### config.mk
export PLATFORM = sky130hd
export DESIGN_NAME = dma_engine
export DESIGN_NICKNAME = d
export VERILOG_FILES = /design/src/rtl/dma_pkg.sv /design/src/rtl/dma_arbiter.sv /design/src/rtl/dma_channel.sv /design/src/rtl/dma_engine.sv
export SDC_FILE = /design/constraint.sdc
export NUM_CORES = 1
export LEC_CHECK = 0
export CAP_MARGIN = 30
export CORE_ASPECT_RATIO = 0.75
export CORE_UTILIZATION = 65
export DETAILED_ROUTE_END_ITERATION = 10
export DONT_BUFFER_PORTS = 1
export PLACE_DENSITY = 0.85
export SYNTH_ARGS = -nofsm -noshare
export SYNTH_HDL_FRONTEND = slang
export SYNTH_HIERARCHICAL = 1
export SYNTH_SLANG_ARGS = --single-unit
### constraint.sdc
create_clock -name clk_i -period 3.99 [get_ports clk_i]
set_clock_uncertainty 0.1 [all_clocks]
set_input_delay 0.399 -clock clk_i [delete_from_list [all_inputs] [get_ports clk_i]]
set_output_delay 0.399 -clock clk_i [all_outputs]
set_load 0.01 [all_outputs]
### src/rtl/dma_pkg.sv
package dma_pkg;
  typedef struct packed {
    logic half;
    logic pong;
    logic rpt;
    logic pind;
    logic fix;
    logic byt;
    logic dir;
    logic en;
  } ctrl_t;

  typedef enum logic [2:0] {
    REG_CTRL = 3'd0,
    REG_STA  = 3'd1,
    REG_STB  = 3'd2,
    REG_CNT  = 3'd3,
    REG_TRIG = 3'd4,
    REG_SRC  = 3'd5
  } reg_e;
endpackage

### src/rtl/dma_arbiter.sv
module dma_arbiter #(
  parameter int NCH = 8
) (
  input  logic           clk_i,
  input  logic           rst_ni,
  input  logic [NCH-1:0] req_i,
  output logic [NCH-1:0] gnt_o
);
  logic [NCH:0] taken;
  assign taken[0] = 1'b0;

  for (genvar i = 0; i < NCH; i++) begin : g_prio
    assign taken[i+1] = taken[i] | req_i[i];
    assign gnt_o[i]   = req_i[i] & ~taken[i];
  end


  gnt_onehot_chk: assert property (@(posedge clk_i) disable iff (!rst_ni)
    $onehot0(gnt_o));

  gnt_valid_chk: assert property (@(posedge clk_i) disable iff (!rst_ni)
    ((gnt_o & ~req_i) == '0) && ((req_i != '0) == (gnt_o != '0)));
endmodule

### src/rtl/dma_channel.sv
module dma_channel
  import dma_pkg::*;
#(
  parameter int AW   = 8,
  parameter int CW   = 8,
  parameter int NSRC = 8,
  localparam int SW  = $clog2(NSRC)
) (
  input  logic            clk_i,
  input  logic            rst_ni,
  input  logic            cfg_we_i,
  input  reg_e            cfg_reg_i,
  input  logic [15:0]     cfg_wdata_i,
  input  logic [NSRC-1:0] src_req_i,
  input  logic            gnt_i,
  input  logic [AW-1:0]   pia_i,
  output logic            req_o,
  output logic [AW-1:0]   addr_o,
  output ctrl_t           mode_o,
  output logic            irq_o,
  output logic            en_o,
  output logic            buf_o
);
  ctrl_t         ctrl_q;
  logic [AW-1:0] sa_q, sb_q, cur_q, step, next_base;
  logic [CW-1:0] max_q, cnt_q;
  logic [SW-1:0] src_q;
  logic          pend_q, buf_q, irq_q, last, half_pt;

  assign last      = (cnt_q == max_q);
  assign half_pt   = (cnt_q == (max_q >> 1));
  assign step      = ctrl_q.byt ? AW'(1) : AW'(2);
  assign next_base = (ctrl_q.pong && !buf_q) ? sb_q : sa_q;

  assign addr_o = ctrl_q.pind ? pia_i : cur_q;
  assign mode_o = ctrl_q;
  assign req_o  = pend_q & ctrl_q.en;
  assign irq_o  = irq_q;
  assign en_o   = ctrl_q.en;
  assign buf_o  = buf_q;

  always_ff @(posedge clk_i or negedge rst_ni) begin
    if (!rst_ni) begin
      ctrl_q <= '0;
      sa_q   <= '0;
      sb_q   <= '0;
      cur_q  <= '0;
      max_q  <= '0;
      cnt_q  <= '0;
      src_q  <= '0;
      pend_q <= 1'b0;
      buf_q  <= 1'b0;
      irq_q  <= 1'b0;
    end else begin
      irq_q <= 1'b0;
      if (gnt_i) begin
        pend_q <= 1'b0;
        irq_q  <= ctrl_q.half ? half_pt : last;
        if (last) begin
          cnt_q <= '0;
          cur_q <= next_base;
          if (ctrl_q.pong) buf_q <= ~buf_q;
          if (!ctrl_q.rpt) ctrl_q.en <= 1'b0;
        end else begin
          cnt_q <= cnt_q + CW'(1);
          if (!ctrl_q.fix) cur_q <= cur_q + step;
        end
      end
      if (ctrl_q.en && src_req_i[src_q]) pend_q <= 1'b1;
      if (cfg_we_i) begin
        unique case (cfg_reg_i)
          REG_CTRL: begin
            ctrl_q <= ctrl_t'(cfg_wdata_i[7:0]);
            pend_q <= 1'b0;
            if (cfg_wdata_i[0]) begin
              cur_q <= sa_q;
              cnt_q <= '0;
              buf_q <= 1'b0;
            end
          end
          REG_STA:  sa_q  <= cfg_wdata_i[AW-1:0];
          REG_STB:  sb_q  <= cfg_wdata_i[AW-1:0];
          REG_CNT:  max_q <= cfg_wdata_i[CW-1:0];
          REG_TRIG: if (ctrl_q.en) pend_q <= 1'b1;
          REG_SRC:  src_q <= cfg_wdata_i[SW-1:0];
          default: ;
        endcase
      end
    end
  end


  oneshot_stop_chk: assert property (@(posedge clk_i) disable iff (!rst_ni)
    (gnt_i && last && !ctrl_q.rpt && !cfg_we_i) |=> !en_o);

  irq_after_gnt_chk: assert property (@(posedge clk_i) disable iff (!rst_ni)
    irq_o |-> $past(gnt_i));

  buf_switch_chk: assert property (@(posedge clk_i) disable iff (!rst_ni)
    !$stable(buf_o) |-> $past(gnt_i || cfg_we_i));
endmodule

### src/rtl/dma_engine.sv
module dma_engine
  import dma_pkg::*;
#(
  parameter int NCH  = 8,
  parameter int NSRC = 8,
  parameter int AW   = 8,
  parameter int CW   = 8,
  localparam int CHW = $clog2(NCH)
) (
  input  logic              clk_i,
  input  logic              rst_ni,
  input  logic              cfg_we_i,
  input  logic [CHW-1:0]    cfg_ch_i,
  input  logic [2:0]        cfg_reg_i,
  input  logic [15:0]       cfg_wdata_i,
  input  logic [NSRC-1:0]   req_i,
  input  logic [NCH*AW-1:0] per_addr_i,
  output logic [AW-1:0]     ram_addr_o,
  output logic              ram_we_o,
  output logic              ram_byte_o,
  output logic [15:0]       ram_wdata_o,
  input  logic [15:0]       ram_rdata_i,
  output logic [CHW-1:0]    per_sel_o,
  output logic              per_we_o,
  output logic              per_rd_o,
  output logic [15:0]       per_wdata_o,
  input  logic [15:0]       per_rdata_i,
  output logic [NCH-1:0]    irq_o,
  output logic [NCH-1:0]    ch_en_o,
  output logic [NCH-1:0]    buf_sel_o
);
  logic [NCH-1:0] ch_req, ch_gnt;
  logic [AW-1:0]  ch_addr [NCH];
  ctrl_t          ch_mode [NCH];

  for (genvar i = 0; i < NCH; i++) begin : g_ch
    dma_channel #(.AW(AW), .CW(CW), .NSRC(NSRC)) i_ch (
      .clk_i      (clk_i),
      .rst_ni     (rst_ni),
      .cfg_we_i   (cfg_we_i && (cfg_ch_i == CHW'(i))),
      .cfg_reg_i  (reg_e'(cfg_reg_i)),
      .cfg_wdata_i(cfg_wdata_i),
      .src_req_i  (req_i),
      .gnt_i      (ch_gnt[i]),
      .pia_i      (per_addr_i[i*AW +: AW]),
      .req_o      (ch_req[i]),
      .addr_o     (ch_addr[i]),
      .mode_o     (ch_mode[i]),
      .irq_o      (irq_o[i]),
      .en_o       (ch_en_o[i]),
      .buf_o      (buf_sel_o[i])
    );
  end

  dma_arbiter #(.NCH(NCH)) i_arb (
    .clk_i (clk_i),
    .rst_ni(rst_ni),
    .req_i (ch_req),
    .gnt_o (ch_gnt)
  );

  logic  active;
  ctrl_t mode;
  assign active = |ch_gnt;

  always_comb begin
    ram_addr_o = '0;
    per_sel_o  = '0;
    mode       = '0;
    for (int i = 0; i < NCH; i++) begin
      if (ch_gnt[i]) begin
        ram_addr_o = ch_addr[i];
        per_sel_o  = CHW'(i);
        mode       = ch_mode[i];
      end
    end
  end

  assign ram_byte_o  = mode.byt;
  assign ram_we_o    = active && !mode.dir;
  assign per_rd_o    = active && !mode.dir;
  assign per_we_o    = active && mode.dir;
  assign ram_wdata_o = per_rdata_i;
  assign per_wdata_o = mode.byt ? {8'h00, ram_rdata_i[7:0]} : ram_rdata_i;
endmodule

# ---- After elaboration in Yosys (flattened, before gate mapping)
# Cells that the tools add are included.
dict set report word_totals {
  register_bits 432
  out_inout_bits 71
  wordCells 598
}
dict set report classes {
  addsub 16
  magnitude_cmp 8
  n_eq_ne 28
  muxes 296
  n_bitwise 36
  reduce_logical 78
}
# cell n
set ops {}
lappend ops {{$mux W8} 112}
lappend ops {{$mux W1} 145}
lappend ops {{$reduce_and A2 Y1} 40}
lappend ops {{$add A8 B1 Y8 const B} 8}
lappend ops {{$add A8 B8 Y8} 8}
lappend ops {{$eq A8 B7 Y1} 8}
lappend ops {{$eq A8 B8 Y1} 8}
lappend ops {{$mux W3} 14}
lappend ops {{$lt A3 B4 Y1 const B} 8}
lappend ops {{$logic_and A1 B1 Y1} 26}
lappend ops {{$bmux W1 S3} 8}
lappend ops {{$eq A3 B3 Y1 const B} 6}
lappend ops {{$mux W16} 1}
lappend ops {{$mux W2} 8}
lappend ops {{$pmux W1 S2} 8}
lappend ops {{$and A1 B1 Y1} 15}
lappend ops {{$not A1 Y1} 15}
lappend ops {{$eq A3 B2 Y1 const B} 4}
lappend ops {{$logic_not A1 Y1} 9}
lappend ops {{$reduce_or A8 Y1} 1}
lappend ops {{$eq A3 B1 Y1 const B} 2}
lappend ops {{$logic_not A3 Y1} 2}
lappend ops {{$or A1 B1 Y1} 6}

# ---- Longest topological paths before layout
dict set report depth {
  depth_word 14
  ltp_mapped 10
  mapped_depth_nobuf 8
}

# ---- Modules after synthesis
# The synthesis kept the hierarchy.
# module instances cells_per_inst area_per_inst_um2
set modules_own_cells {}
lappend modules_own_cells {{dma_channel at g_ch[0].i_ch ...} 4 257 3059.2}
lappend modules_own_cells {{dma_channel at g_ch[4].i_ch ...} 3 258 3074.2}
lappend modules_own_cells {{dma_channel at g_ch[7].i_ch} 1 258 3035.4}
lappend modules_own_cells {dma_engine 1 164 1091.0}
lappend modules_own_cells {dma_arbiter 1 11 83.8}

# ---- Worst setup path after synthesis
# Ideal clock, no wire load.
dict set report synth_timing {
  path_type {reg2out}
  start {register g_ch[0].i_ch.ctrl_q, in the netlist g_ch[0].i_ch/en_o}
  end {output port ram_we_o}
  t_arrival_ns 2.906
  required_time_ns 3.491
  setup_slack_ns 0.585
  stages_incl_launch_ff 10
  n_path_buf 2
  path_cell_list {dfrtp_1 and2_1 nor4b_1 buf_6 a211oi_1 a211oi_1 o21bai_1 a31oi_1 a41oi_1 buf_4}
}
dict set report synth_between {
  elab_chain_len 12
}
# element line
set synth_lines {}
lappend synth_lines {{from (decl)} dma_channel.sv:24} ;# ctrl_t ctrl_q;
lappend synth_lines {{from (signal assigned)} dma_channel.sv:73} ;# ctrl_q <= ctrl_t'(cfg_wdata_i[7:0]);
lappend synth_lines {{$and A1 B1 Y1 *} dma_channel.sv:37} ;# assign req_o = pend_q & ctrl_q.en;
lappend synth_lines {{via ch_req[0]} dma_engine.sv:32} ;# logic [NCH-1:0] ch_req, ch_gnt;
lappend synth_lines {{$or A1 B1 Y1 * (2 in a row)} dma_arbiter.sv:13} ;# assign taken[i+1] = taken[i] | req_i[i];
lappend synth_lines {{$not A1 Y1 *} dma_arbiter.sv:14} ;# assign gnt_o[i] = req_i[i] & ~taken[i];
lappend synth_lines {{$and A1 B1 Y1 *} dma_arbiter.sv:14}
lappend synth_lines {{via ch_gnt[3]} dma_engine.sv:32}
lappend synth_lines {{$mux W3 (5 in a row)} dma_engine.sv:71} ;# if (ch_gnt[i]) begin
lappend synth_lines {{$logic_not A1 Y1} n/a}
lappend synth_lines {{$logic_and A1 B1 Y1 *} n/a}
lappend synth_lines {{to (decl)} dma_engine.sv:19} ;# output logic ram_we_o,
# Mark *: on every way through the listed nets, which the timed path passes. The rest lies on a longest branch.

# ---- Final worst setup path
dict set report layout_timing {
  start {register g_ch[0].i_ch.ctrl_q, in the netlist g_ch[0].i_ch/en_o}
  end {output port ram_addr_o[5]}
}
dict set report layout_between {
  elab_chain_len 10
}
# element line
set layout_lines {}
lappend layout_lines {{$and A1 B1 Y1} dma_channel.sv:37}
lappend layout_lines {{via ch_req[0]} dma_engine.sv:32}
lappend layout_lines {{$or A1 B1 Y1 (3 in a row)} dma_arbiter.sv:13}
lappend layout_lines {{$not A1 Y1} dma_arbiter.sv:14}
lappend layout_lines {{$and A1 B1 Y1} dma_arbiter.sv:14}
lappend layout_lines {{via ch_gnt[4]} dma_engine.sv:32}
lappend layout_lines {{$mux W8 (4 in a row)} dma_engine.sv:71}
lappend layout_lines {{to (decl)} dma_engine.sv:18} ;# output logic [AW-1:0] ram_addr_o,
# The timed path passes the listed nets, and every way through them passes these cells.

==> results.md <==
* Outcome: finished with violations
* Failing checks: hold timing
* Net Count, Synth at 2,396
* Mapped Area at 0.02561 mm^2
* Num rows at 62
* Worst skew pair latency at 570 ps
* Vias in the first global route at 18,803
* Endpoints failing setup at 0
* DP HPWL at 47,250 um
* Critical path cell sequence: and2_1 > or4_4 > nor2_2 > buf_4 > a221oi_1 > o31a_1 > a21oi_1 > buf_4
* Multi-input logic area at 0.01377 mm^2
* Setup CP Type: reg -> out
* Worst-path clk slew at 60 ps
* DIE HEIGHT at 173.9 um
* Max stage delay on crit path at 630 ps
* Via density at 6.777
* WL/cell at 25.62 um
* Max-cap viol count at 0
* DRC at 0
* Die span in x at 231.2 um
* Leak pwr at 0.01180 uW
* Largest net degree at the start of global routing at 433
* Initial DRC count at 1,893
* Fin nets at 2,359
* Initial antenna violation count at 21
* Initial core utilization at 66.42%
* First-pass GRT wire length at 109,800 um
* RSZ-0062 raised after global routing: true
* Worst path most repeated cell: buf_4
* Sequential share of power at 39.9%
* Seq. cell area at 0.01081 mm^2
* Highest Clock Rate at 0.2593 GHz
* Clock root buffer: clkbuf_16
* WHS at -548.3 ps
* Vias post-DR at 18,624
* Core area at 0.03855 mm^2
* GPL Wtd Cong at 1.005
* Die area at 0.04021 mm^2
* CP Launch Point: g_ch[0].i_ch/en_o
* Routed WL at 70,400 um
* Fin util at 70.83%
* Crit path DAT at 3360 ps
* IO Pins at 200
* CP Max Fanout at 23
* Cells after Synth at 2,227
* Logic pwr share at 36.1%
* Transition time of the tightest slew-check pin at 871.4 ps
* Worst path slowest cell: or4_4
* Syn Area/Cell at 11.50 um^2
* Psw at 6167 uW
* Slew HR at 41.66%
* Reg2reg start: g_ch[0].i_ch/en_o
* Fill count at 2,669
* Pwr/cell area at 593.7 mW/mm^2
* Detail Route Antenna Nets at 0
* Ys Warns at 6
* Internal Power at 10,050 uW
* Area Growth Syn to Fin at 6.630%
* CP Data Required Time at 3490 ps
* Tot Pwr at 16,210 uW
* CTS Hold Bufs at 8
* Global route overflow at 0
* Final hold vios at 432
* VDD IR max at 360.6 uV
* H-tree depth reported by CTS at 2
* DR pass1 iterations at 6
* TritonCTS clock tree: done
* Worst hold path class: in -> async
* I/O Buffers at 0
* Overall routing resource usage at 35.43%
* Worst Setup Start Kind: register
* Fin crit period at 3857 ps
* Clk network pwr share at 24.0%
* Switch share at 38.04%
* Clock Path Buffers at 3
* CTS sink cnt at 432
* Layout cells sized above 1 at 27.65%
* Setup crit end kind: output pin
* Crit share post-route at 96.66%
* CTS buffer count at 43
* Max-slew violations at 0
[metal layers]
| layer | share of wire (%) | track usage (%) | wire length [um] | up-vias |
|---|---|---|---|---|
| met5 | 0.089 | 0 | 63 | - |
| met4 | 4.7 | 16.58 | 3300 | 10 |
| met3 | 8.7 | 8.317 | 6157 | 194 |
| met2 | 45 | 53.08 | 31810 | 895 |
| met1 | 41 | 48.95 | 29070 | 9468 |
| li1 | - | - | - | 8057 |
[state kept, by name, indices dropped and copies added, names as in the netlist]
| name | cells |
|---|---|
| g_ch.i_ch/cnt_q | 64 |
| g_ch.i_ch/cur_q | 64 |
| g_ch.i_ch/max_q | 64 |
| g_ch.i_ch/sa_q | 64 |
| g_ch.i_ch/sb_q | 64 |
| g_ch.i_ch/mode_o | 56 |
| g_ch.i_ch/src_q | 24 |
| g_ch.i_ch/buf_o | 8 |
| g_ch.i_ch/en_o | 8 |
| g_ch.i_ch/irq_o | 8 |
| g_ch.i_ch/pend_q | 8 |
[critical path: cells and delay by family, from the launching register on]
kind / cells / cell delay (ps)
AND/OR/NAND/NOR: 3 / 1200
AO/OA/AOI/OAI: 3 / 620
buffers and inverters: 2 / 500
flip-flops: 1 / 470
[stage by stage]
stage | instances | area (um^2) | hold slack [ps] | TNS, ps | setup WS [ps]
floorplan | 2227 | 25610 | 3.409 | 0 | 598.8
global placement | 2647 | 25750 | 28.97 | 0 | 692.0
detailed placement | 2647 | 25750 | 24.83 | 0 | 626.6
CTS | 2727 | 27240 | -564.1 | 0 | 31.01
global route | 2740 | 27290 | -556.5 | -40.14 | -17.29
finish | 2748 | 27310 | -548.3 | 0 | 133.2
[layout by cell type (no fill, tap or decap), types with 22 or more instances in the layout]
cell type  instances
buf_4             45
o21ai_1           25
nand2_1          105
ha_1              32
mux2i_1           72
mux2_2           328
dfrtp_1          432
xor2_1           116
xnor2_2           58
nor2b_1           33
nand4_1           36
xnor2_1           38
a21oi_1           84
nor2_1           140
o31ai_1           22
clkbuf_16         45
o21ai_0           39
inv_1             53
nand3_1           60
[power by group through the flow]
| stage | Clock (uW) | Combinational (uW) | Sequential (uW) |
|---|---|---|---|
| floorplan | 0 | 4510 | 6080 |
| global placement | 0 | 5390 | 6440 |
| detailed placement | 0 | 5590 | 6500 |
| CTS | 3930 | 5730 | 6440 |
| global route | 4100 | 6270 | 6600 |
| finish | 3890 | 5850 | 6470 |
[worst paths after layout]
check                                         to  slack (ps)  cells past startpoint
min in group clk_i           g_ch[2].i_ch/pend_q           0                      2
min reg2reg                 g_ch[3].i_ch/sb_q[2]         410                      1
min                         g_ch[0].i_ch/sb_q[5]        -550                      0
max reg2reg                g_ch[5].i_ch/cur_q[2]         730                      8
max in group asynchronous  g_ch[7].i_ch/max_q[6]        3660                      0
max                                ram_addr_o[5]         130                      8
[cell type report]
class / count / area share (%)
repair buffers: 54 / 1.924
flip-flops and latches: 432 / 39.59
well taps: 512 / 2.346
inverters: 53 / 0.7285
clock inverters: 12 / 0.2383
clock buffers: 60 / 4.586
multi-input cells: 1606 / 50.41
diodes: 19 / 0.1741
[repair_timing]
action                                  4_1_cts  5_1_grt
resized for setup                             0        1
endpoints found under the hold margin       704      432
endpoints found under the setup margin        0       11
buffers inserted                              0        2
Power figures use the tool's default switching activity.
